==> src/rtl/gpio_port_pkg.sv <==
package gpio_port_pkg;

  typedef enum logic [1:0] {
    MODE_EXT_A  = 2'd0,
    MODE_EXT_B  = 2'd1,
    MODE_EXT_C  = 2'd2,
    MODE_SINGLE = 2'd3
  } op_mode_e;

  function automatic logic is_ext_mode(op_mode_e m);
    return (m != MODE_SINGLE);
  endfunction

endpackage

==> src/rtl/gpio_rst_sync.sv <==
module gpio_rst_sync (
  input  logic clk,
  input  logic rst_n_async,
  output logic rst_n_sync
);

  logic stage1_q;
  logic stage2_q;

  always_ff @(posedge clk or negedge rst_n_async) begin
    if (!rst_n_async) begin
      stage1_q <= 1'b0;
      stage2_q <= 1'b0;
    end else begin
      stage1_q <= 1'b1;
      stage2_q <= stage1_q;
    end
  end

  assign rst_n_sync = stage2_q;

endmodule

==> src/rtl/gpio_pin_sync.sv <==
module gpio_pin_sync #(
  parameter int W = 8
) (
  input  logic         clk,
  input  logic [W-1:0] pin_raw,
  output logic [W-1:0] pin_q
);

  logic [W-1:0] pin_d;

  always_comb begin
    pin_d = pin_raw;
  end

  always_ff @(posedge clk) begin
    pin_q <= pin_d;
  end

endmodule

==> src/rtl/gpio_reg_file.sv <==
module gpio_reg_file #(
  parameter int             W       = 8,
  parameter int             DEC_AW  = 16,
  parameter logic [DEC_AW-1:0] DIR_OFS = 16'hFE30,
  parameter logic [DEC_AW-1:0] DAT_OFS = 16'hFF00,
  parameter logic [DEC_AW-1:0] PIN_OFS = 16'hFFB0
) (
  input  logic              clk,
  input  logic              rst_n,
  input  logic              man_rst,
  input  logic              hw_stby,
  input  logic [DEC_AW-1:0] dec_addr,
  input  logic              wr_en,
  input  logic [W-1:0]      wdata,
  input  logic [W-1:0]      pin_q,
  output logic [W-1:0]      dir_q,
  output logic [W-1:0]      dat_q,
  output logic [W-1:0]      rdata
);

  localparam logic [W-1:0] DIR_READ_PAT = '1;

  logic         sel_dir;
  logic         sel_dat;
  logic         sel_pin;
  logic         wr_ok;
  logic         dir_ce;
  logic         dat_ce;
  logic [W-1:0] dir_d;
  logic [W-1:0] dat_d;

  // address decode
  always_comb begin
    sel_dir = (dec_addr == DIR_OFS);
    sel_dat = (dec_addr == DAT_OFS);
    sel_pin = (dec_addr == PIN_OFS);
    wr_ok   = wr_en && !man_rst;
  end

  // next-state logic
  always_comb begin
    dir_ce = hw_stby || (wr_ok && sel_dir);
    dir_d  = hw_stby ? '0 : wdata;
    dat_ce = wr_ok && sel_dat;
    dat_d  = wdata;
  end

  always_ff @(posedge clk or negedge rst_n) begin
    if (!rst_n) begin
      dir_q <= '0;
    end else if (dir_ce) begin
      dir_q <= dir_d;
    end
  end

  always_ff @(posedge clk or negedge rst_n) begin
    if (!rst_n) begin
      dat_q <= '0;
    end else if (dat_ce) begin
      dat_q <= dat_d;
    end
  end

  // read mux
  always_comb begin
    rdata = '0;
    if (sel_dir) rdata = DIR_READ_PAT;
    if (sel_dat) rdata = dat_q;
    if (sel_pin) rdata = pin_q;
  end

  AST_HWSTBY_CLEARS_DIR: assert property (@(posedge clk) disable iff (!rst_n)
    hw_stby |=> (dir_q == '0));

  AST_MANRST_KEEPS_REGS: assert property (@(posedge clk) disable iff (!rst_n)
    (man_rst && !hw_stby) |=> ($stable(dir_q) && $stable(dat_q)));

  AST_DIR_READS_ONES: assert property (@(posedge clk) disable iff (!rst_n)
    (dec_addr == DIR_OFS) |-> (rdata == DIR_READ_PAT));

  AST_UNMAPPED_NO_WRITE: assert property (@(posedge clk) disable iff (!rst_n)
    (!hw_stby && dec_addr != DIR_OFS && dec_addr != DAT_OFS)
      |=> ($stable(dir_q) && $stable(dat_q)));

endmodule

==> src/rtl/gpio_pin_mux.sv <==
module gpio_pin_mux
  import gpio_port_pkg::*;
#(
  parameter int W  = 8,
  parameter int NA = 4
) (
  input  logic          clk,
  input  logic          rst_n,
  input  op_mode_e      mode,
  input  logic [NA-1:0] aen,
  input  logic [NA-1:0] addr_bits,
  input  logic          sw_stby,
  input  logic          hold,
  input  logic [W-1:0]  dir_q,
  input  logic [W-1:0]  dat_q,
  output logic [W-1:0]  pin_o,
  output logic [W-1:0]  pin_oe
);

  logic          ext;
  logic [NA-1:0] addr_q;
  logic [NA-1:0] addr_d;
  logic          addr_ce;

  always_comb begin
    ext     = is_ext_mode(mode);
    addr_ce = !sw_stby;
    addr_d  = addr_bits;
  end

  always_ff @(posedge clk or negedge rst_n) begin
    if (!rst_n) begin
      addr_q <= '0;
    end else if (addr_ce) begin
      addr_q <= addr_d;
    end
  end

  for (genvar k = 0; k < W; k++) begin : g_pin
    if (k < NA) begin : g_addr_capable
      logic addr_act;

      always_comb begin
        addr_act = ext && aen[k];
        if (addr_act) begin
          if (sw_stby) begin
            pin_o[k]  = addr_q[k];
            pin_oe[k] = hold;
          end else begin
            pin_o[k]  = addr_bits[k];
            pin_oe[k] = 1'b1;
          end
        end else begin
          pin_o[k]  = dat_q[k];
          pin_oe[k] = dir_q[k];
        end
      end

      AST_ADDR_PIN_DRIVES: assert property (@(posedge clk) disable iff (!rst_n)
        (addr_act && !sw_stby) |-> (pin_oe[k] && pin_o[k] == addr_bits[k]));

      AST_STBY_FLOATS: assert property (@(posedge clk) disable iff (!rst_n)
        (addr_act && sw_stby && !hold) |-> !pin_oe[k]);

      AST_STBY_HOLDS: assert property (@(posedge clk) disable iff (!rst_n)
        (addr_act && sw_stby && hold && $past(!sw_stby))
          |-> (pin_oe[k] && pin_o[k] == $past(addr_bits[k])));
    end else begin : g_port_only
      always_comb begin
        pin_o[k]  = dat_q[k];
        pin_oe[k] = dir_q[k];
      end
    end
  end

  AST_SINGLE_FOLLOWS_REGS: assert property (@(posedge clk) disable iff (!rst_n)
    (mode == MODE_SINGLE) |-> (pin_oe == dir_q && pin_o == dat_q));

endmodule

==> src/rtl/gpio_port_regs.sv <==
module gpio_port_regs
  import gpio_port_pkg::*;
#(
  parameter int W      = 8,
  parameter int NA     = 4,
  parameter int BUS_AW = 24,
  parameter int DEC_AW = 16
) (
  input  logic              clk_i,
  input  logic              rst_n_i,
  input  logic              man_rst_i,
  input  logic              hw_stby_i,
  input  logic              sw_stby_i,
  input  logic              hold_i,
  input  logic [1:0]        mode_i,
  input  logic [NA-1:0]     aen_i,
  input  logic [NA-1:0]     addr_bits_i,
  input  logic [BUS_AW-1:0] bus_addr_i,
  input  logic              wr_en_i,
  input  logic [W-1:0]      wdata_i,
  output logic [W-1:0]      rdata_o,
  input  logic [W-1:0]      pin_i,
  output logic [W-1:0]      pin_o,
  output logic [W-1:0]      pin_oe_o
);

  logic         rst_n;
  logic [W-1:0] pin_q;
  logic [W-1:0] dir_q;
  logic [W-1:0] dat_q;
  logic         unused_addr_hi;
  op_mode_e     mode;

  assign unused_addr_hi = ^bus_addr_i[BUS_AW-1:DEC_AW];
  assign mode           = op_mode_e'(mode_i);

  gpio_rst_sync i_rst_sync (
    .clk         (clk_i),
    .rst_n_async (rst_n_i),
    .rst_n_sync  (rst_n)
  );

  gpio_pin_sync #(.W(W)) i_pin_sync (
    .clk     (clk_i),
    .pin_raw (pin_i),
    .pin_q   (pin_q)
  );

  gpio_reg_file #(.W(W), .DEC_AW(DEC_AW)) i_reg_file (
    .clk      (clk_i),
    .rst_n    (rst_n),
    .man_rst  (man_rst_i),
    .hw_stby  (hw_stby_i),
    .dec_addr (bus_addr_i[DEC_AW-1:0]),
    .wr_en    (wr_en_i),
    .wdata    (wdata_i),
    .pin_q    (pin_q),
    .dir_q    (dir_q),
    .dat_q    (dat_q),
    .rdata    (rdata_o)
  );

  gpio_pin_mux #(.W(W), .NA(NA)) i_pin_mux (
    .clk       (clk_i),
    .rst_n     (rst_n),
    .mode      (mode),
    .aen       (aen_i),
    .addr_bits (addr_bits_i),
    .sw_stby   (sw_stby_i),
    .hold      (hold_i),
    .dir_q     (dir_q),
    .dat_q     (dat_q),
    .pin_o     (pin_o),
    .pin_oe    (pin_oe_o)
  );

  AST_POR_CLEARS_OE: assert property (@(posedge clk_i)
    (!rst_n && !$isunknown(rst_n)) |=> (!rst_n || pin_oe_o == '0 || mode != MODE_SINGLE));

endmodule

==> config.mk <==
export PLATFORM = sky130hd
export DESIGN_NAME = gpio_port_regs
export DESIGN_NICKNAME = d
export VERILOG_FILES = /design/src/rtl/gpio_port_pkg.sv /design/src/rtl/gpio_rst_sync.sv /design/src/rtl/gpio_pin_sync.sv /design/src/rtl/gpio_reg_file.sv /design/src/rtl/gpio_pin_mux.sv /design/src/rtl/gpio_port_regs.sv
export SDC_FILE = /design/constraint.sdc
export NUM_CORES = 1
export LEC_CHECK = 0
export BUFFER_PORTS_ARGS = -buffer_cell sky130_fd_sc_hd__buf_2
export CAP_MARGIN = 20
export CELL_PAD_IN_SITES_DETAIL_PLACEMENT = 1
export CELL_PAD_IN_SITES_GLOBAL_PLACEMENT = 1
export CORE_UTILIZATION = 34
export CTS_BUF_LIST = sky130_fd_sc_hd__clkbuf_4 sky130_fd_sc_hd__clkbuf_8
export DETAILED_ROUTE_END_ITERATION = 16
export PLACE_DENSITY_LB_ADDON = 0.1
export SLEW_MARGIN = 20
export SYNTH_ARGS = -nofsm -noshare
export SYNTH_HDL_FRONTEND = slang
export SYNTH_SLANG_ARGS = --single-unit
export TNS_END_PERCENT = 5
==> constraint.sdc <==
create_clock -name clk_i -period 2.36 [get_ports clk_i]
set_input_delay 0.236 -clock clk_i [delete_from_list [all_inputs] [get_ports clk_i]]
set_output_delay 0.236 -clock clk_i [all_outputs]
set_load 0.02 [all_outputs]
==> impl_metrics.yaml <==
outcome:
  status: "finished, final reports clean"
grt:
  grt_max_degree: 21
  grt_pass1_wl_microns: 5610
  grt.total_usage_pct: 17.2
  grt_overflow_total: 0
  grt_pass1_vias: 1249
  antenna_found_initial: 0
worst_setup_path:
  path_class: "in2out"
  arrival_ns: 2.04
  cp_max_fo: 8
  r2r_slack_ns: 1.50
  r2r_cells: 0
  critical_path_depth: 6
  cp_slowest_cell: "or4_4"
  critical_path.top_delay_family: "simple AND/OR/NAND/NOR gates"
  critPathCaptureType: "output pin"
  rr_startpoint: "i_rst_sync.rst_n_sync$_DFF_PN0_"
  startpoint: "bus_addr_i[0]"
  path_buf_inv: 2
  cp_slowest_stage_delay_ns: 0.55
  critPathLaunchType: "input port"
  crit_required_ns: 2.12
  crit_path_cell_trace: "buf_2 > or4_4 > or3_4 > nor3_4 > a221o_1 > buf_2"
  crit_top_cell: "buf_2"
timing:
  hold_violations: 0
  finalCriticalPeriod_ns: 2.27
  grt_setup_unrepaired: "false"
  finClkSkew_ns: 0.00374
  final.period_utilization_pct: 96.3
  setup_violations: 0
  setup_slack_ns: 0.0882
  relSlewSlack_pct: 45.3
  tightestPinTransition_ns: 0.820
  drv_slew: 0
  max_clock_freq_mhz: 440
  setup_tns_ns: 0
pwr:
  power_density_nw_per_um2: 584
  p_leak_nw: 0.978
  ir_drop_mv: 0.398
routing:
  wirelength_microns: 3570
  num_vias: 1172
  antenna_left: 0
  firstDrtPassIters: 4
  wl_per_cell_microns: 14.8
  viasPerCell: 4.84
  drc: 0
  first_iter_violations: 17
floorplan:
  die_h_microns: 67.5
  die_area_sq_um: 4560
  boundaryPins: 81
  start_util_pct: 36.0
  num_rows: 23
  dieWidth_microns: 67.5
  core_area_sq_um: 4060
synth:
  synth.distinct_cells: 26
  syn_area_per_cell_sq_um: 12.2
  ys_seq_elements: 30
  synthCells: 120
  synth_compound_area_share_pct: 6.86
  synthMuxAreaShare_pct: 17.8
  yosys-top-cells-area: "dfrtp_1 (38%), mux2_2 (12%), dfxtp_1 (11%)"
  synth.most_common_cell: "dfrtp_1"
  seq_area_frac_synth_pct: 48.7
  synthTopCellsByCount: "dfrtp_1 (22), mux2_2 (16), nand2b_1 (16)"
  synthFlopType: "dfrtp_1"
  synth_top_area_share_pct: 37.7
  yosys.area.top_type: "dfrtp_1"
  synth-edff-count: 0
  syn_area_sq_um: 1460
  synthAdderAreaFrac_pct: 0
  yosysWarnings: 0
  syn-num-nets: 177
  synthArstFlopShare_pct: 73.3
  synthSimpleGateAreaFrac_pct: 20.9
  synth_top_family_by_area: "simple AND/OR/NAND/NOR gates"
  synth-xor-area-share_pct: 0
cts:
  cts_resized: 0
  cts_setup_buffers: 0
  clockBufferDepth: 2
  numCtsBuffers: 5
  clock-root-buffer: "clkbuf_8"
  cts.sinks: 30
  cts_hold_buf: 1
  worstSkewPairLatency_ns: 0.28
  htreeDepth: 2
  clkSlewWorstSetupHoldPaths_ns: 0.06
  cts_tree: "built"
placed_design:
  portBuffers: 72
  dpl_worst_slack_ns: 0.0871
  hpwl_microns: 2870
  gp_congestion: 0.687
worst_hold_path:
  whs_path_depth: 1
  hp-class: "in2reg"
  min_from: "pin_i[7]"
cells_and_area:
  syn_to_final_growth_pct: 32.8
  drive_above_1_share_pct: 55.7
  diodes: 0
  final_net_count: 248
flow_run:
  cap_violations: 0
placed cells by master (no fill, tap or decap), types with 2 or more instances in the layout:
cell type,instances
a21oi_1,4
a221o_1,8
and2_1,5
buf_2,72
buf_4,2
clkbuf_8,8
dfrtp_1,22
dfxtp_1,8
mux2_2,16
mux2i_1,8
nand2_1,2
nand2b_1,16
nand3_1,2
nand4_1,2
nor2_1,4
nor4_2,2
layout make-up:
cell class	instances	area (sq um)
Clock buffer	8	110
Timing Repair Buffer	75	385
Tap cell	50	62.6
Sequential cell	30	711
Multi-Input combinational cell	79	669
Fill cell	451	2120
registers in the layout (all words and copies together), names as in the netlist:
register,count
i_reg_file.dir_q,8
i_pin_sync.pin_q,8
i_reg_file.dat_q,8
i_pin_mux.addr_q,4
i_rst_sync.rst_n_sync,1
i_rst_sync.stage1_q,1
kinds of logic after synthesis:
family / count (synthesis)
other: 1
multiplexers: 24
flip-flops: 30
AO/OA/AOI/OAI: 12
AND/OR/NAND/NOR: 42
buffers and inverters: 11
metrics by stage:
stage	hold slack, ns	total power [W]	area, sq um	cells	utilization [%]
floorplan	-0.0596	0.000599	1460	120	-
global placement	0.0208	0.000659	1820	233	44.8
detailed placement	0.0217	0.000665	1820	233	44.8
CTS	0.0473	0.00115	1940	242	47.8
global route	0.0460	0.00118	1940	242	47.8
finish	0.0589	0.00113	1940	242	47.8
report_power, final:
| group | switching [W] | total [W] | leakage (nW) | internal [W] |
|---|---|---|---|---|
| clock | 0.000184 | 0.000478 | 0.0575 | 0.000294 |
| sequential | 0.0000103 | 0.000538 | 0.361 | 0.000528 |
| combinational | 0.0000562 | 0.000116 | 0.560 | 0.0000595 |
| total | 0.000250 | 0.00113 | 0.978 | 0.000882 |
metal layers:
layer  routed length (microns)  track usage [%]  up-vias
met5                         0                0        -
met4                        27             7.71        0
met3                       223             5.24        2
met2                      1900             30.3       40
met1                      1420             18.8      563
li1                          -                -      567
worst paths after layout:
kind                                                   end
max reg2reg                i_reg_file.dat_q[6]$_DFFE_PN0P_
min                            i_pin_sync.pin_q[7]$_DFF_P_
min in group asynchronous  i_rst_sync.rst_n_sync$_DFF_PN0_
min reg2reg                i_reg_file.dir_q[4]$_DFFE_PN0P_
max                                             rdata_o[2]
max in group asynchronous  i_reg_file.dat_q[6]$_DFFE_PN0P_
(Power assumes the default switching activity.)
